File: src/rtl/csr_wide_pkg.sv
package csr_wide_pkg;
  localparam int NUM_REGS = 4;
  localparam int IDX_W = $clog2(NUM_REGS);
  localparam int SEC_IDX = 1;

  localparam logic [1:0] PRIV_U = 2'd0;
  localparam logic [1:0] PRIV_S = 2'd1;
  localparam logic [1:0] PRIV_M = 2'd3;

  typedef enum logic [1:0] {
    OP_READ  = 2'd0,
    OP_WRITE = 2'd1,
    OP_SET   = 2'd2,
    OP_CLEAR = 2'd3
  } csrOp_e;

  typedef struct packed {
    logic             rdEn;
    logic             wrEn;
    logic [IDX_W-1:0] idx;
    logic             hi;
    csrOp_e           op;
    logic [63:0]      wdata;
  } csrStrobe_t;

  function automatic logic [11:0] lowAddr(input int i);
    case (i)
      0:       return 12'h30A;
      1:       return 12'h747;
      2:       return 12'h60A;
      default: return 12'h605;
    endcase
  endfunction

  // Each high-half alias sits 0x10 above its low-half address.
  function automatic logic [11:0] highAddr(input int i);
    return lowAddr(i) + 12'h010;
  endfunction

  function automatic logic [1:0] regLevel(input logic [IDX_W-1:0] i);
    return (i < 2) ? PRIV_M : PRIV_S;
  endfunction

  function automatic logic [63:0] regMask(input logic [IDX_W-1:0] i);
    return (i == SEC_IDX) ? 64'h0000_0000_0000_0307 : '1;
  endfunction
endpackage

File: src/rtl/csr_wide_ctrl.sv
module csr_wide_ctrl
  import csr_wide_pkg::*;
#(
  parameter int XLEN = 32
) (
  input  logic            clk,
  input  logic            rstN,
  input  logic            accValid,
  input  logic [11:0]     accAddr,
  input  logic [1:0]      accOp,
  input  logic [XLEN-1:0] accWdata,
  input  logic [1:0]      accPriv,
  input  logic            accVirt,
  output csrStrobe_t      stb,
  output logic            rspValid,
  output logic            rspIllegal,
  output logic            rspVirtual
);
  logic             hit;
  logic             hi;
  logic [IDX_W-1:0] idx;
  logic [1:0]       minLvl;
  logic             excIll;
  logic             excVirt;

  // Address decode: low and high aliases of every register.
  always_comb begin
    hit = 1'b0;
    hi  = 1'b0;
    idx = '0;
    for (int i = 0; i < NUM_REGS; i++) begin
      if (accAddr == lowAddr(i)) begin
        hit = 1'b1;
        hi  = 1'b0;
        idx = IDX_W'(i);
      end
      if (accAddr == highAddr(i)) begin
        hit = 1'b1;
        hi  = 1'b1;
        idx = IDX_W'(i);
      end
    end
  end

  assign minLvl = regLevel(idx);

  // Exception classification; order sets priority.
  always_comb begin
    excIll  = 1'b0;
    excVirt = 1'b0;
    if (!hit) begin
      excIll = 1'b1;
    end else if (hi && (XLEN == 64)) begin
      excIll = 1'b1;
    end else if (accVirt) begin
      if (minLvl <= PRIV_S) excVirt = 1'b1;
      else                  excIll  = 1'b1;
    end else if (accPriv < minLvl) begin
      excIll = 1'b1;
    end
  end

  always_comb begin
    stb.rdEn  = accValid && !excIll && !excVirt;
    stb.wrEn  = stb.rdEn && (csrOp_e'(accOp) != OP_READ);
    stb.idx   = idx;
    stb.hi    = hi;
    stb.op    = csrOp_e'(accOp);
    stb.wdata = 64'(accWdata);
  end

  always_ff @(posedge clk) begin
    if (!rstN) begin
      rspValid   <= 1'b0;
      rspIllegal <= 1'b0;
      rspVirtual <= 1'b0;
    end else begin
      rspValid   <= accValid;
      rspIllegal <= accValid && excIll;
      rspVirtual <= accValid && excVirt;
    end
  end

  AST_EXC_EXCLUSIVE: assert property (@(posedge clk) disable iff (!rstN)
    !(rspIllegal && rspVirtual));

  AST_EXC_WITH_VALID: assert property (@(posedge clk) disable iff (!rstN)
    (rspIllegal || rspVirtual) |-> rspValid);

  AST_GUEST_HS_VIRTUAL: assert property (@(posedge clk) disable iff (!rstN)
    (accValid && hit && accVirt && !(hi && XLEN == 64) && minLvl == PRIV_S) |=> rspVirtual);

  generate
    if (XLEN == 64) begin : g_hiReserved
      AST_HI_RESERVED: assert property (@(posedge clk) disable iff (!rstN)
        (accValid && hit && hi) |=> rspIllegal);
    end
  endgenerate
endmodule

File: src/rtl/csr_wide_dpath.sv
module csr_wide_dpath
  import csr_wide_pkg::*;
#(
  parameter int XLEN = 32
) (
  input  logic            clk,
  input  logic            rstN,
  input  csrStrobe_t      stb,
  output logic [XLEN-1:0] rdata
);
  localparam logic [63:0] LOW_MASK = (XLEN == 64) ? '1 : 64'h0000_0000_FFFF_FFFF;

  logic [NUM_REGS-1:0][63:0] regs;
  logic [63:0] cur;
  logic [63:0] oldWin;
  logic [63:0] newWin;
  logic [63:0] merged;

  assign cur = regs[stb.idx];

  // The window is the XLEN-wide slice that the access can reach.
  always_comb begin
    oldWin = stb.hi ? {32'b0, cur[63:32]} : (cur & LOW_MASK);
    case (stb.op)
      OP_WRITE: newWin = stb.wdata;
      OP_SET:   newWin = oldWin | stb.wdata;
      OP_CLEAR: newWin = oldWin & ~stb.wdata;
      default:  newWin = oldWin;
    endcase
    merged = stb.hi ? {newWin[31:0], cur[31:0]}
                    : ((cur & ~LOW_MASK) | (newWin & LOW_MASK));
  end

  always_ff @(posedge clk) begin
    if (!rstN) begin
      regs  <= '0;
      rdata <= '0;
    end else begin
      if (stb.wrEn) regs[stb.idx] <= merged & regMask(stb.idx);
      rdata <= stb.rdEn ? oldWin[XLEN-1:0] : '0;
    end
  end

  AST_HI_KEEPS_LOW: assert property (@(posedge clk) disable iff (!rstN)
    (stb.wrEn && stb.hi) |=> regs[$past(stb.idx)][31:0] == $past(cur[31:0]));

  AST_IDLE_STABLE: assert property (@(posedge clk) disable iff (!rstN)
    !stb.wrEn |=> $stable(regs));

  AST_RESERVED_ZERO: assert property (@(posedge clk) disable iff (!rstN)
    (regs[SEC_IDX] & ~regMask(IDX_W'(SEC_IDX))) == 64'h0);

  generate
    if (XLEN == 32) begin : g_lowKeepsHi
      AST_LOW_KEEPS_HI: assert property (@(posedge clk) disable iff (!rstN)
        (stb.wrEn && !stb.hi) |=> regs[$past(stb.idx)][63:32] == $past(cur[63:32]));
    end
  endgenerate
endmodule

File: src/rtl/csr_wide_bank.sv
module csr_wide_bank
  import csr_wide_pkg::*;
#(
  parameter int XLEN = 32
) (
  input  logic            clk,
  input  logic            rstN,
  input  logic            accValid,
  input  logic [11:0]     accAddr,
  input  logic [1:0]      accOp,
  input  logic [XLEN-1:0] accWdata,
  input  logic [1:0]      accPriv,
  input  logic            accVirt,
  output logic            rspValid,
  output logic [XLEN-1:0] rspRdata,
  output logic            rspIllegal,
  output logic            rspVirtual
);
  csrStrobe_t stb;

  csr_wide_ctrl #(.XLEN(XLEN)) ctrl_i (
    .clk(clk), .rstN(rstN), .accValid(accValid), .accAddr(accAddr),
    .accOp(accOp), .accWdata(accWdata), .accPriv(accPriv), .accVirt(accVirt),
    .stb(stb), .rspValid(rspValid), .rspIllegal(rspIllegal), .rspVirtual(rspVirtual)
  );

  csr_wide_dpath #(.XLEN(XLEN)) dpath_i (
    .clk(clk), .rstN(rstN), .stb(stb), .rdata(rspRdata)
  );
endmodule

File: config.mk
export PLATFORM = sky130hd
export DESIGN_NAME = csr_wide_bank
export DESIGN_NICKNAME = d
export VERILOG_FILES = /design/src/rtl/csr_wide_pkg.sv /design/src/rtl/csr_wide_ctrl.sv /design/src/rtl/csr_wide_dpath.sv /design/src/rtl/csr_wide_bank.sv
export SDC_FILE = /design/constraint.sdc
export NUM_CORES = 1
export LEC_CHECK = 0
export ABC_AREA = 1
export ABC_CLOCK_PERIOD_IN_PS = 2200
export CORE_ASPECT_RATIO = 0.6
export CORE_MARGIN = 5
export CORE_UTILIZATION = 54
export DETAILED_ROUTE_END_ITERATION = 6
export PLACE_DENSITY_LB_ADDON = 0.05
export SYNTH_ARGS = -nofsm -noshare
export SYNTH_HDL_FRONTEND = slang
export SYNTH_HIERARCHICAL = 1
export SYNTH_SLANG_ARGS = --single-unit
File: constraint.sdc
create_clock -name clk -period 2.2 [get_ports clk]
set_input_delay 0.22 -clock clk [delete_from_list [all_inputs] [get_ports clk]]
set_output_delay 0.22 -clock clk [all_outputs]
set_load 0.02 [all_outputs]
==> results of run 1 <==
## stage by stage
stage          hold WS, ns  std cells  worst slack [ns]
2_1_floorplan        0.349       2123            0.0118
3_3_place_gp         0.440       2559            -0.618
3_5_place_dp         0.443       2559            -0.724
4_1_cts             0.0780       2634          -0.00182
5_1_grt             0.0973       2648           -0.0685
6_report             0.102       2648            0.0107
## critical path, delay by kind of cell
kind | cells | cell delay [ns]
fa+ha+maj | 1 | 0.23
buf+inv | 7 | 0.98
simple gates | 7 | 0.51
compound gates | 4 | 0.66
## what timing repair did
item | 4_1_cts | 5_1_grt
gates cloned | 9 | 7
buffers inserted | 16 | 11
pin swaps | 5 | 7
endpoints found under the hold margin | 0 | 0
setup endpoints to repair | 198 | 167
gates resized for setup | 44 | 37
## flip-flops by register name (all words and copies together), names as in the netlist
name and count:
ctrl_i/rspIllegal 1, ctrl_i/rspValid 1, ctrl_i/rspVirtual 1, dpath_i/rdata 32
dpath_i/regs 256
## placed cells by master, fill, tap and decap left out, drive strengths merged, types with 4 or more instances in the layout
cell	instances
nor2	49
clkdlybuf4s50	73
clkdlybuf4s15	5
o21ai	230
clkbuf	51
nand2	722
clkinv	7
dfxtp	291
dlygate4sd2	6
inv	135
nor3	4
buf	225
a21oi	199
nand3	291
## path summary, 6_finish.rpt
path	end	from	cells past startpoint	slack, ns
worst max-delay path	dpath_i/regs[252]	accAddr[4]	19	0.01
worst min-delay path	dpath_i/regs[129]	rstN	3	0.10
worst max register to register	dpath_i/regs[16]	dpath_i/regs[208]	8	0.85
worst min register to register	dpath_i/regs[98]	dpath_i/regs[98]	2	0.45
## area by class of cell
| class | instances | area, µm² | area share (%) |
|---|---|---|---|
| clock buffer | 44 | 842 | 4.70 |
| clock inverter | 7 | 41.3 | 0.231 |
| inverter | 136 | 518 | 2.89 |
| multi-input combinational | 1502 | 6830 | 38.1 |
| sequential | 291 | 5830 | 32.5 |
| tap | 352 | 440 | 2.46 |
| timing repair buffer | 316 | 3420 | 19.1 |
## power by group
part,switching [mW],internal [mW],leakage (nW)
sequential,0.000502,5.27,2.34
combinational,0.311,0.190,5.74
clock,2.12,2.62,0.435
total,2.43,8.08,8.51
## layer usage
| layer | share of wire, % | wire (µm) | global-route usage (%) | vias up |
|---|---|---|---|---|
| met2 | 45 | 20900 | 47.4 | 706 |
| li1 | - | - | - | 7169 |
| met3 | 9.0 | 4190 | 4.98 | 101 |
| met5 | 0.028 | 13 | 0 | - |
| met1 | 44 | 20500 | 43.2 | 6954 |
| met4 | 2.2 | 1050 | 6.66 | 2 |
==> results_dict.tcl, run 1 <==
set metrics [dict create \
    root_buffer "clkbuf_16" \
    fin_skew_ns 0.00897 \
    ir_drop_mv 0.563 \
    stdcell_area_mm2 0.0179 \
    setup_tns_ns 0 \
    drc_errors 0 \
    total_power_mw 10.5 \
    crit_type "in -> reg" \
    fin_nets 2328 \
    die_y_um 135 \
    crit_path_end_kind "register" \
    io_pins 87 \
    cp-start-kind "input port" \
    cts.clk_slew.worst_paths_ns 0.07 \
    core_mm2 0.0255 \
    ant_nets 0 \
    fill_cells 2064 \
    cts_tree "yes" \
    leakagePower_nw 8.51 \
    layout_min_cycle_time_ns 2.19 \
    hpwlAfterDp_um 27600 \
    final_max_slew_viol_count 0 \
    die_area_mm2 0.0296 \
    setup_viol 0 \
    slowest_delay_ns 0.23 \
    grt_remaining_overflow 0 \
    antennaDiodeCount 0 \
    final_util_pct 70.2 \
    syn_nets 2176 \
    grt_pass1_vias 13600 \
    powerDensity_mw_per_mm2 587 \
    htreeDepth 1 \
    outcome "completed" \
    path_cells "clkdlybuf4s15_1 > inv_1 > nand2_2 > nor2_4 > nand2_2 > a2bb2oi_4 > ha_4 > a21oi_4 > nor2_4 > nand4_4 > nor2_2 > inv_2 > buf_12 > nor3_4 > buf_4 > clkbuf_16 > buf_16 > o21ai_0 > a21oi_1" \
    clkSinkCount 291 \
    grt_pass1_wl_um 72500 \
    antenna_found_initial 1 \
    critical_path_required_ns 2.64 \
    grt_start_max_net_pins 58 \
    avgViaCountPerCell 5.64 \
    maxSlewHeadroom_pct 70.8 \
    ys_warn_count 6 \
    wirelength_um 46700 \
    cp.arrival_ns 2.63 \
    detail_route.wl_per_cell_um 17.6 \
    worst_slew_pin_slew_ns 0.438 \
    post-route-period-util_pct 99.5 \
    syn_area_mm2 0.0141 \
    post_route_cells_drive_above_1_share_pct 14.2 \
    num_vias 14900 \
    cpMaxStageDelayCell "ha_4" \
    cp_max_fo 6 \
    finalHoldViolations 0 \
    dr.pass1.iters 7 \
    max_freq_mhz 457 \
    hold_buffers 0 \
    netlist_instances 2123 \
    clock_path_buffers 3 \
    syn2layout_area_growth_pct 27.0 \
    track_usage_pct 29.9 \
    syn_avg_cell_area_um2 6.64 \
    worstSkewPairLatency_ns 0.56 \
    num_rows 45 \
    cts_buffers 28 \
    max_cap_violations 0 \
    drtIter0Drc 1604 \
    min_path_type "in -> reg" \
    die_x_um 219 \
    rsz0062_at_grt "yes" \
    start_util_pct 55.3 \
    dpl-instance-area_mm2 0.0162 \
    io_buffers 86 \
    gp_congestion 0.866 \
]
No activity file was read; power rests on OpenSTA's default activity.
==> run 2: changes to the inputs <==
--- a/config.mk
+++ b/config.mk
@@ -14,5 +14,4 @@
 export PLACE_DENSITY_LB_ADDON = 0.05
 export SYNTH_ARGS = -nofsm -noshare
 export SYNTH_HDL_FRONTEND = slang
-export SYNTH_HIERARCHICAL = 1
 export SYNTH_SLANG_ARGS = --single-unit
==> run 2 against run 1 <==
Global-route usage up 0.35 points. Clock-buffer cell count down 7. Sequential share of layout area down 1.0 points. Register-to-register slack worse by 0.16 ns. Sequential cell count unchanged. Fmax up 1.9%. Critical path depth down 1. Final cell count up 8.0%. First-iteration DRC count up 0.50%. Core utilization about the same.
==> results_dict.tcl, run 2 <==
set metrics [dict create \
    yosysTopAreaCellShare_pct 40.3 \
    setup_viol 0 \
    rsz0062_at_grt "yes" \
    die_area_mm2 0.0302 \
    synth_most_common_cell "nand2_1" \
    p_switching_mw 2.49 \
    ys_ff_latch 291 \
    max_freq_mhz 465 \
    die_x_um 221 \
    start_util_pct 54.8 \
    grt_start_max_net_pins 140 \
    final_util_pct 70.2 \
    mostFrequentLayoutCells "nand2_1 (832), dfxtp_1 (291), a21oi_1 (272)" \
    final_max_slew_viol_count 0 \
    cp_max_fo 8 \
    ir_drop_mv 0.423 \
    pwr-share-comb_pct 4.8 \
    synth_area_leaders "dfxtp_1 (40%), nand2_1 (22%), a21oi_1 (9.8%), inv_1 (6.9%), nand3_1 (4.5%)" \
    antenna_found_initial 1 \
    top_regs "dpath_i.regs: 256 flops, dpath_i.rdata: 32 flops" \
    pwr-share-clk_pct 47.2 \
    ant_nets 0 \
    worstSkewPairLatency_ns 0.57 \
    num_rows 46 \
    drc_errors 0 \
    netlist_instances 2288 \
    grt_pass1_wl_um 74500 \
    grt_remaining_overflow 0 \
    path_cells "clkdlybuf4s50_1 > inv_1 > nor2_2 > nand2_2 > nor2_4 > o21ai_4 > nand2_2 > buf_6 > nor2_4 > buf_4 > o21ai_2 > and2_4 > nand4_4 > buf_12 > clkbuf_16 > nand2_1 > nand2_1 > a21oi_1" \
    syn_avg_cell_area_um2 6.31 \
    seqPwrFrac_pct 47.9 \
    fin_skew_ns 0.0197 \
    antennaDiodeCount 0 \
    min_path_type "in -> reg" \
    wirelength_um 50200 \
    avgViaCountPerCell 5.35 \
    switching_share_pct 22.7 \
    htreeDepth 1 \
    dr.pass1.iters 6 \
    die_y_um 137 \
    layout_min_cycle_time_ns 2.15 \
    cp.arrival_ns 2.63 \
    slowest_delay_ns 0.49 \
    maxSlewHeadroom_pct 48.3 \
    largest_reg_flops 256 \
    crit_type "in -> reg" \
    seq_area_frac_synth_pct 40.3 \
    cp-start-kind "input port" \
    syn_area_mm2 0.0144 \
    io_pins 87 \
    worst_slew_pin_slew_ns 0.775 \
    track_usage_pct 30.3 \
    synth_cell_types 30 \
    cts.clk_slew.worst_paths_ns 0.06 \
    hold_slack_ns 0.302 \
    ys_warn_count 0 \
    syn_nets 2341 \
    cts_tree "yes" \
    core_mm2 0.0264 \
    yosys.area.top_type "dfxtp_1" \
    synthFlopType "dfxtp_1" \
    post_route_cells_drive_above_1_share_pct 13.5 \
    cts_buffers 28 \
    drtIter0Drc 1612 \
    gp_congestion 0.845 \
    cpMaxStageDelayCell "clkdlybuf4s50_1" \
    clkSinkCount 291 \
    num_vias 15300 \
    root_buffer "clkbuf_16" \
    final_common_cell "nand2_1" \
    grt_pass1_vias 13900 \
    synth_commonest_cells "nand2_1 (856), dfxtp_1 (291), a21oi_1 (284)" \
    critical_path_required_ns 2.68 \
    finalHoldViolations 0 \
    synth_edf_count 0 \
    async_flop_share_pct 0 \
    detail_route.wl_per_cell_um 17.6 \
    leakagePower_nw 8.98 \
    hpwlAfterDp_um 30800 \
    io_buffers 86 \
    syn2layout_area_growth_pct 28.1 \
    p_int_mw 8.50 \
    powerDensity_mw_per_mm2 594 \
    max_cap_violations 0 \
    regMostFlops "dpath_i.regs" \
    total_power_mw 11.0 \
    fin_nets 2531 \
    clock_path_buffers 3 \
    outcome "completed" \
    crit_path_end_kind "register" \
    post-route-period-util_pct 97.7 \
]
-- run 2: cell count changes in the layout (fill, tap and decap cells not counted), moves of 15 or more --
cell,change
nand2_1,+124
nand3_1,-161
nand2_2,+15
o21ai_0,-124
nor2_1,+107
inv_1,+136
a21oi_1,+81
-- run 2: through the flow --
step	instances	area [µm²]	TNS (ns)	setup slack [ns]
2_1_floorplan	2288	14400	0	0.134
3_3_place_gp	2783	16900	-126.76	-0.530
3_5_place_dp	2783	16900	-133.85	-0.553
4_1_cts	2835	17900	0	0.0105
5_1_grt	2859	18500	-0.603	-0.0326
6_report	2859	18500	0	0.0510
-- run 2: cell type report --
type | instances | area [µm²]
repair buffers | 301 | 3180
flip-flops and latches | 291 | 5830
clock buffers | 37 | 805
multi-input cells | 1581 | 7020
inverters | 275 | 1040
fillers | 2250 | 7860
clock inverters | 14 | 181
well taps | 360 | 450
-- run 2: worst paths after layout --
path	cells after the start	slack, ns	startpoint	end
worst max-delay path	18	0.05	accAddr[9]	dpath_i.regs[221]
worst min-delay path	3	0.30	accValid	ctrl_i.rspIllegal
worst max register to register	10	0.69	dpath_i.regs[134]	dpath_i.regs[134]
worst min register to register	2	0.43	dpath_i.regs[116]	dpath_i.regs[116]
-- run 2: worst max-delay path: cells and delay by family --
family	cells	cell delay [ns]
AOI/OAI and AO/OA	3	0.27
and+or+nand+nor	9	0.95
buffers and inverters	6	1.17
-- run 2: power by group through the flow --
stage               clock [mW]  sequential (mW)  combinational, mW
finish                    5.19             5.27              0.531
global route              5.48             5.26              0.568
CTS                       5.23             5.27              0.506
detailed placement           0             5.39              0.504
global placement             0             5.39              0.497
floorplan                    0             5.39              0.243
-- run 2: cells by family (layout without fill, tap and decap cells) --
family	count (synthesis)	count (layout)	share of synthesized area [%]
fa+ha+maj	1	1	0.0866
simple gates	1188	1188	33.1
compound gates	392	392	13.9
buf+inv	416	627	12.5
flops	291	291	40.3
-- run 2: per-layer routing --
layer	track usage, %	vias to the layer above	wire length [µm]
met5	0	-	0
met4	7.95	0	1320
met3	4.20	108	4420
met2	48.3	610	21700
met1	43.5	7091	22800
li1	-	7482	-
-- run 2: what timing repair did --
action	CTS	global route
gates resized for setup	1	78
cloned	0	13
buffers inserted	0	11
pin swaps	0	19
endpoints found under the hold margin	12	0
hold buffers	1	0
endpoints found under the setup margin	1	208
